File: src/rtl/tx_mailbox_arbiter.sv
module tx_mailbox_arbiter #(
  parameter int NUM_BUF = 16,
  parameter int PRIO_W  = 3
) (
  input  logic                       clk,
  input  logic                       rst_n,
  input  logic                       scan_trig,
  input  logic                       lowbuf_mode,
  input  logic                       lprio_en,
  output logic [$clog2(NUM_BUF)-1:0] rd_idx,
  input  logic [3:0]                 mb_code,
  input  logic [28:0]                mb_id,
  input  logic                       mb_ide,
  input  logic                       mb_rtr,
  input  logic [PRIO_W-1:0]          mb_prio,
  output logic                       res_done,
  output logic                       win_hit,
  output logic [$clog2(NUM_BUF)-1:0] win_idx
);
  localparam int IDX_W = $clog2(NUM_BUF);
  localparam int FK_W  = 32;
  localparam int KEY_W = PRIO_W + FK_W;
  localparam logic [IDX_W-1:0] LAST = IDX_W'(NUM_BUF - 1);
  localparam logic [3:0] CODE_TX_DATA = 4'b1100;
  localparam logic [3:0] CODE_TX_RANS = 4'b1110;

  logic             busy, found, lb_q, pe_q;
  logic [IDX_W-1:0] idx, best_idx;
  logic [KEY_W-1:0] best_key;

  wire pend = (mb_code == CODE_TX_DATA) || (mb_code == CODE_TX_RANS);

  wire [FK_W-1:0] frame_key = mb_ide ?
    {mb_id[28:18], 1'b1, 1'b1, mb_id[17:0], mb_rtr} :
    {mb_id[28:18], mb_rtr, 1'b0, 19'b0};

  wire [KEY_W-1:0] cur_key = {pe_q ? mb_prio : {PRIO_W{1'b0}}, frame_key};

  wire better = pend && (!found || (!lb_q && (cur_key < best_key)));

  assign rd_idx = idx;

  always_ff @(posedge clk or negedge rst_n) begin
    if (!rst_n) begin
      busy     <= 1'b0;
      found    <= 1'b0;
      lb_q     <= 1'b0;
      pe_q     <= 1'b0;
      idx      <= '0;
      best_idx <= '0;
      best_key <= '0;
      res_done <= 1'b0;
      win_hit  <= 1'b0;
      win_idx  <= '0;
    end else if (scan_trig) begin
      busy     <= 1'b1;
      found    <= 1'b0;
      lb_q     <= lowbuf_mode;
      pe_q     <= lprio_en;
      idx      <= '0;
      res_done <= 1'b0;
      win_hit  <= 1'b0;
      win_idx  <= '0;
    end else if (busy) begin
      if (better) begin
        found    <= 1'b1;
        best_key <= cur_key;
        best_idx <= idx;
      end
      if (idx == LAST) begin
        busy     <= 1'b0;
        res_done <= 1'b1;
        win_hit  <= found | better;
        win_idx  <= better ? idx : best_idx;
      end else begin
        idx <= idx + 1'b1;
      end
    end
  end
endmodule


File: config.mk
export PLATFORM = sky130hd
export DESIGN_NAME = tx_mailbox_arbiter
export DESIGN_NICKNAME = d
export VERILOG_FILES = /design/src/rtl/tx_mailbox_arbiter.sv
export SDC_FILE = /design/constraint.sdc
export NUM_CORES = 1
export LEC_CHECK = 0
export BUFFER_PORTS_ARGS = -buffer_cell sky130_fd_sc_hd__buf_4
export CELL_PAD_IN_SITES_DETAIL_PLACEMENT = 0
export CELL_PAD_IN_SITES_GLOBAL_PLACEMENT = 1
export CORE_UTILIZATION = 40
export DETAILED_ROUTE_END_ITERATION = 8
export PLACE_DENSITY = 0.83
export SYNTH_ARGS = -nofsm -noshare
export SYNTH_HDL_FRONTEND = slang
export SYNTH_SLANG_ARGS = --single-unit
File: constraint.sdc
create_clock -name clk -period 3.6 [get_ports clk]
set_input_delay 0.72 -clock clk [delete_from_list [all_inputs] [get_ports clk]]
set_output_delay 0.72 -clock clk [all_outputs]
set_load 0.05 [all_outputs]
-- Word-level counts from Yosys, hierarchy flattened
Index checks and enable logic that the tools add are counted.
- register bits after elaboration: 53
- bits in writable memories: 0
- output and inout port bits: 10
- memories: 0
- input bits: 43
- ROM bits: 0
- bits in latches: 0
- equal/unequal tests: 4
- add/sub/neg operators: 1
- div/mod/pow operators: 0
- multipliers: 0
- $lt $le $gt $ge: 1
- reductions and logical operators: 14
- shift operators: 0
- bitwise logic cells: 2
- mux-type cells: 21
- operators with widths (cell ; count):
    less-than comparator 35 bit ; 1
    two-way mux 4 bit ; 7
    two-way mux 21 bit ; 1
    equality test 4 bit (second input constant) ; 3
    two-way mux 1 bit ; 12
    AND reduction 2 bit ; 4
    nonzero test 2 bit ; 3
    adder 4 x 1 -> 4 bit (second input constant) ; 1
    two-way mux 3 bit ; 1
    AND reduction 3 bit ; 1
    logical AND 1 bit ; 2
    logical NOT 1 bit ; 2
    logical OR 1 bit ; 2
    inequality test 2 bit (second input constant) ; 1
    NOT 1 bit ; 1
    bitwise OR 1 bit ; 1

-- Longest topological paths before layout
Gate-level depths: netlist of run 1.
- depth in word-level cells: 9
- depth in mapped cells: 11
- gate-level depth less buffers: 8

-- Least setup slack after synthesis of run 1
OpenSTA, ideal clock, no wires.
- path type: input port to flip-flop
- start point: in mb_ide
- end point: reg best_idx[2]
- path slack: 364 ps
- cell stages on the path: 11
- data arrival time: 3109 ps
- library setup time: 128 ps
- data required time: 3472 ps
- buffers on the path: 3
- cell sequence: clkbuf_1 -> or2_2 -> ha_1 -> and4_1 -> and4_1 -> o2111ai_1 -> o211ai_2 -> a2111oi_4 -> buf_6 -> buf_8 -> mux2_1
- cells in the longest elaborated chain, start to end: 6
- ends and longest elaborated chain (what ; line ; RTL):
    start: declaration ; 13 ; input logic mb_ide,
    two-way mux 21 bit ; 33 ; wire [FK_W-1:0] frame_key = mb_ide ?
    via cur_key[20] ; 37 ; wire [KEY_W-1:0] cur_key = {pe_q ? mb_prio : {PRIO_W{1'b0}}, frame_key};
    less-than comparator 35 bit ; 39 ; wire better = pend && (!found || (!lb_q && (cur_key < best_key)));
    logical AND 1 bit ; 39 ;
    logical OR 1 bit ; 39 ;
    logical AND 1 bit ; 39 ;
    two-way mux 4 bit ; - ;
    end signal: assignment ; 68 ; best_idx <= idx;
    end: declaration ; 28 ; logic [IDX_W-1:0] idx, best_idx;
The timed path passes the listed nets, and every way through them passes these cells.
A chain may end at the register's enable or synchronous reset.

-- Worst setup path in the final report of run 1
- start point: in mb_ide
- end point: reg best_key[23]
- cells in the longest elaborated chain, start to end: 6
- ends and longest elaborated chain (what ; line ; RTL):
    two-way mux 21 bit ; 33 ;
    via cur_key[20] ; 37 ;
    less-than comparator 35 bit ; 39 ;
    logical AND 1 bit ; 39 ;
    logical OR 1 bit ; 39 ;
    logical AND 1 bit ; 39 ;
    AND reduction 3 bit (no source line) ; - ;
    end signal: assignment ; 67 ; best_key <= cur_key;
    end: declaration ; 29 ; logic [KEY_W-1:0] best_key;
The timed path passes the listed nets, and every way through them passes these cells.

==> reports/qor.csv, run 1 <==
metric,value,unit
synth_top_area_share,42.2,%
syn-mean-instance-area,10.7,um^2
worstSetupStartpoint,mb_ide,
ctsResizeCount,0,
clkTransAtPathRegs,0.10,ns
synth_register_bits,53,
grt_pass1_vias,2159,
yosys-top-cells-area,"dfrtp_1 (42%), ha_1 (14%), mux2_2 (11%), inv_1 (4.4%), and2_1 (4.2%)",
routed_wirelength,5.70,mm
grt_usage,14.5,%
cellPowerDensity,401,mW/mm^2
grt_start_max_net_pins,54,
cts_root_buf,clkbuf_8,
grt_setup_unrepaired,no,
synth-edff-count,0,
gp_routability_congestion,0.770,
tritoncts.num_buffers,5,
post_cts.repair.setup_buffers,0,
worst_ir_drop_vdd,0.224,mV
setup_violations,0,
synthesis.nets,372,
synthCells,294,
startpoint_type,input pin,
ctsHtreeMaxLevel,2,
grt_first_pass_wirelength,9.60,mm
clock_path_buffers,2,
totalPowerFinal,1.49,mW
crit_path_max_fanout,14,
worstHoldPathType,in -> async,
worst_slew_pin_slew,0.674,ns
clkSinkCount,53,
layout-drive-gt1-share,28.2,%
count_of_placed_standard_cells_including_taps,439,
reg2reg_depth,8,
drt-initial-drc-count,79,
worst_r2r_startpoint,pe_q,
floorplan.die.height,90.7,um
boundaryPins,53,
fp.coreArea,0.00741,mm^2
dp_hpwl,4.31,mm
synthesis.area,0.00314,mm^2
detailedRoute.firstPassIterationCount,4,
fmaxAchievable,0.318,GHz
insertedDiodeCount,0,
critical_setup_path_class,in -> reg,
layout_area_overhead,18.5,%
initial_core_util,42.4,%
number_of_warnings_reported_in_the_yosys_synthesis_log,0,
gr-total-overflow,0,
floorplan.die_area,0.00822,mm^2
finish.net_count,425,
status,"complete, no violations",
synth_area_leader_cell,dfrtp_1,
synth_cell_type_count,38,
tritoncts,yes,
route.antenna.remaining_nets,0,
detail_route.vias_per_cell,4.96,
die_width,90.7,um
post-route-drc-count,0,
timing.final.crit_share,87.3,%
port_buffers,51,
grt_antenna_before_repair,0,
report.final.hold_viol_count,0,
clkLatencyLatePin,0.31,ns
cp.required,3.80,ns
stdcell_count,447,
yosys.cell_count.top_type,dfrtp_1,
yosysSeqAreaShare,42.2,%
post_cts_hold_buffers,0,
worst-endpoint-arrival,3.35,ns
critical_path.endpoint_type,register,
layout.filler_cells,694,
cap_violations,0,
async_reset_ff_share,100,%
via_count,2215,
fin_worst_skew,0.00911,ns
postSynth.topFlopCell,dfrtp_1,
maxSlewViolCount,0,
timing.max_slew.rel_slack,55.1,%
post_synth_most_frequent_cells,"dfrtp_1 (53), inv_1 (37), ha_1 (35), mux2_2 (31), and2_1 (21)",
avgRoutedWirePerCell,12.7,um
floorplan.rows,31,
power_leakage,1.82,nW
final_period_minus_worst_setup_slack,3.14,ns
setup_tns,0,ns
## kinds of logic after synthesis
kind of cell | share of synthesized area, %
simple gates | 13.1
compound gates | 9.35
buf+inv | 6.21
xor+xnor | 0.279
flops | 42.2
mux | 15.0
fa+ha+maj | 13.9
## report_power, final
part	internal, mW	switching (mW)	total, mW
Clock	0.142	0.212	0.354
Sequential	0.689	0.0499	0.739
Combinational	0.206	0.195	0.401
## through the flow
stage	utilization (%)	cell area, um^2	hold WS [ns]	setup WS, ns
detailed placement	49.0	3630	0.475	0.0967
floorplan	-	3140	0.424	0.364
finish	50.3	3720	0.432	0.456
CTS	50.3	3720	0.467	0.434
global route	50.3	3720	0.496	0.281
global placement	49.0	3630	0.467	0.144
## layout make-up
| cell class | count | area [um^2] | area share [%] |
|---|---|---|---|
| Clock inverter | 3 | 26.3 | 0.705 |
| Multi-Input combinational cell | 196 | 1620 | 43.6 |
| Tap cell | 99 | 124 | 3.33 |
| Inverter | 37 | 139 | 3.73 |
| Timing Repair Buffer | 54 | 418 | 11.2 |
| Sequential cell | 53 | 1330 | 35.6 |
| Clock buffer | 5 | 68.8 | 1.85 |
## critical path, stage by stage
cell	delay [ns]
buf_4	0.15
or2_2	0.29
ha_1	0.28
and4_1	0.19
and4_1	0.22
o2111ai_1	0.14
o211ai_2	0.20
a2111oi_4	0.48
buf_4	0.31
mux2_2	0.36
## registers in the layout (all words and copies together), names as in the netlist
name      count
win_hit       1
best_idx      4
busy          1
lb_q          1
win_idx       4
res_done      1
best_key     35
found         1
rd_idx        4
pe_q          1
## placed cells by master, fill, tap and decap left out, types with 6 or more instances in the layout
master,synthesis,layout
inv_1,37,37
a21oi_1,17,17
nand2_1,14,14
buf_4,2,53
and4_1,6,6
ha_1,35,35
and2_1,21,21
nor2_1,15,15
mux2_2,31,31
o21ai_0,6,6
mux2_1,9,9
dfrtp_1,53,53
## final timing paths
check	end	slack, ns
max	best_key[23]	0.46
min	best_key[16]	0.43
max reg2reg	best_key[23]	0.63
min reg2reg	best_key[33]	0.49
max in group asynchronous	best_key[5]	2.72
min in group clk	best_key[33]	0.49
## per-layer routing
metal / wire, um / global-route usage [%] / vias up
li1: - / - / 1127
met1: 2560 / 18.3 / 1041
met2: 2830 / 24.6 / 39
met3: 234 / 3.28 / 8
met4: 64 / 4.44 / 0
met5: 0 / 0 / -
Note: power is estimated with default switching activity, not from simulation.
==> run 2: changes to the inputs <==
ABC_AREA = 1   (was unset)
PLACE_DENSITY = 0.86   (was 0.83)
==> run 2 against run 1 <==
  * Flip-flop and latch count did not move
  * Clock power up 22%
  * Maximum frequency increased by 13%
  * Die area is 11% higher
  * Power grew 22%
  * Combinational power increased by 53%
  * Sequential share of layout area fell by 2.8 points
  * Critical path type unchanged
==> reports/qor.csv, run 2 <==
metric,value,unit
fp.coreArea,0.00834,mm^2
worst-endpoint-arrival,2.96,ns
setup_tns,0,ns
synth-edff-count,0,
port_buffers,51,
startpoint_type,input pin,
critical_setup_path_class,in -> reg,
gp_routability_congestion,0.813,
clkLatencyLatePin,0.30,ns
routing_usage_on_met2,27.3,%
avgRoutedWirePerCell,10.6,um
setup.reg_to_reg.worst_slack,1.02,ns
postSynth.topFlopCell,dfrtp_1,
worst_slew_pin_slew,0.705,ns
gr-usage-met3,3.43,%
totalPowerFinal,1.83,mW
r2r_end,best_key[17],
cap_violations,0,
timing.max_slew.rel_slack,53.0,%
post_synth_most_frequent_cells,"nand2_1 (108), inv_1 (94), dfrtp_1 (53)",
post-route-drc-count,0,
insertedDiodeCount,0,
clkTransAtPathRegs,0.10,ns
synth_cell_type_count,22,
die_width,95.6,um
via_count,2656,
timing.final.ws_setup,0.825,ns
timing.final.crit_share,77.1,%
boundaryPins,53,
clock_path_buffers,2,
routed_wirelength,6.22,mm
floorplan.die.height,95.6,um
synth_area_leader_cell,dfrtp_1,
route.antenna.remaining_nets,0,
yosys-top-cells-area,"dfrtp_1 (38%), ha_1 (12%), nand2_1 (12%), inv_1 (10%), o21ai_2 (8.7%)",
synth_register_bits,53,
layout_commonest_cell,nand2_1,
cp.required,3.78,ns
max_reg_flops,35,
yosys.cell_count.top_type,nand2_1,
placedInstanceArea,0.00393,mm^2
final_period_minus_worst_setup_slack,2.78,ns
status,"complete, no violations",
syn-mean-instance-area,8.11,um^2
grt_usage,15.1,%
power_leakage,2.27,nW
layout-drive-gt1-share,28.3,%
cellPowerDensity,452,mW/mm^2
setup_violations,0,
grt_setup_unrepaired,no,
async_reset_ff_share,100,%
grt_start_max_net_pins,54,
detail_route.vias_per_cell,4.51,
gr-total-overflow,0,
busiest_layer,met2,
critical_path.endpoint_type,register,
post_cts_hold_buffers,0,
fmaxAchievable,0.360,GHz
initial_core_util,42.0,%
synthesis.area,0.00350,mm^2
grt_first_pass_wirelength,10.9,mm
grt_pass1_vias,2546,
layout.cells.most_common_list,"nand2_1 (108), inv_1 (94), dfrtp_1 (53), buf_4 (53)",
number_of_warnings_reported_in_the_yosys_synthesis_log,0,
crit_path_max_fanout,26,
regMostFlops,best_key,
dp_hpwl,4.60,mm
detailedRoute.firstPassIterationCount,4,
global_route.usage.met1,18.6,%
clkSinkCount,53,
floorplan.die_area,0.00914,mm^2
post_cts.repair.setup_buffers,0,
floorplan.rows,33,
pre_cts_ws,0.469,ns
drt-initial-drc-count,61,
design_area,0.00405,mm^2
worstHoldPathType,in -> async,
synth_top_area_share,37.8,%
tritoncts,yes,
synthCells,432,
yosysSeqAreaShare,37.8,%
worst_r2r_startpoint,pe_q,
synthesis.nets,510,
ctsHtreeMaxLevel,2,
maxSlewViolCount,0,
reg2reg_depth,15,
cts_root_buf,clkbuf_8,
fin_worst_skew,0.00923,ns
tritoncts.num_buffers,5,
report.final.hold_viol_count,0,
grt_antenna_before_repair,0,
layout_area_overhead,15.4,%
finish.net_count,561,
ctsResizeCount,0,
final_util,48.5,%
worst_ir_drop_vdd,0.344,mV
[run 2: cell types whose count changed after synthesis, sizes merged, moves of 5 or more]
cell	delta
o21ai	+34
nand2	+130
nor2	+5
and4	-6
mux2	-40
and2	-21
inv	+57
[run 2: cell type report]
class / count / area, um^2
Clock buffer: 6 / 82.6
Clock inverter: 2 / 37.5
Fill cell: 853 / 4300
Inverter: 94 / 353
Multi-Input combinational cell: 275 / 1700
Sequential cell: 53 / 1330
Tap cell: 105 / 131
Timing Repair Buffer: 54 / 418
[run 2: how the worst max path moves through the flow]
| stage | startpoint | to | slack [ns] | cells past startpoint |
|---|---|---|---|---|
| 6_report | mb_ide | best_key[17] | 0.82 | 16 |
| 4_1_cts | mb_ide | best_key[17] | 0.77 | 19 |
| 5_1_grt | mb_ide | best_key[17] | 0.56 | 19 |
| 2_1_floorplan | mb_ide | best_key[26] | 1.00 | 17 |
| 3_5_place_dp | mb_ide | best_key[17] | 0.47 | 19 |
| 3_3_place_gp | mb_ide | best_key[17] | 0.50 | 19 |
[run 2: where the power goes]
part,leakage [nW],internal (mW),switching (mW)
clock,0.0574,0.227,0.205
sequential,0.675,0.705,0.0782
combinational,1.54,0.251,0.364
[run 2: stage by stage]
stage / hold WS, ns / cells
after floorplan: 0.424 / 432
after global placement: 0.464 / 581
after detailed placement: 0.467 / 581
after CTS: 0.484 / 589
after global routing: 0.511 / 589
final: 0.451 / 589
[run 2: routing by layer]
layer | up-vias | part of all wire [%] | wire (um)
met1 | 1196 | 47 | 2930
li1 | 1416 | - | -
met5 | - | 0 | 0
met2 | 42 | 48 | 2980
met4 | 0 | 0.37 | 23
met3 | 2 | 4.6 | 284
[run 2: critical path: stages]
cell	delay, ns
buf_4	0.23
nand2_1	0.14
inv_1	0.08
ha_1	0.23
a21o_1	0.18
nor2_1	0.10
nand2_1	0.07
nand2_1	0.05
nand2_1	0.06
nand2_1	0.07
nand2_2	0.07
nand2_4	0.11
nand3_4	0.34
buf_4	0.36
nand2_2	0.07
o21ai_2	0.05
[run 2: kinds of logic (layout without fill, tap and decap cells)]
logic type / Yosys count / in the layout / synth area share [%]
buffers and inverters: 104 / 156 / 13.7
adder cells (fa/ha/maj): 35 / 35 / 12.5
AND/OR/NAND/NOR: 177 / 177 / 22.9
flip-flops: 53 / 53 / 37.8
AO/OA/AOI/OAI: 63 / 63 / 13.0
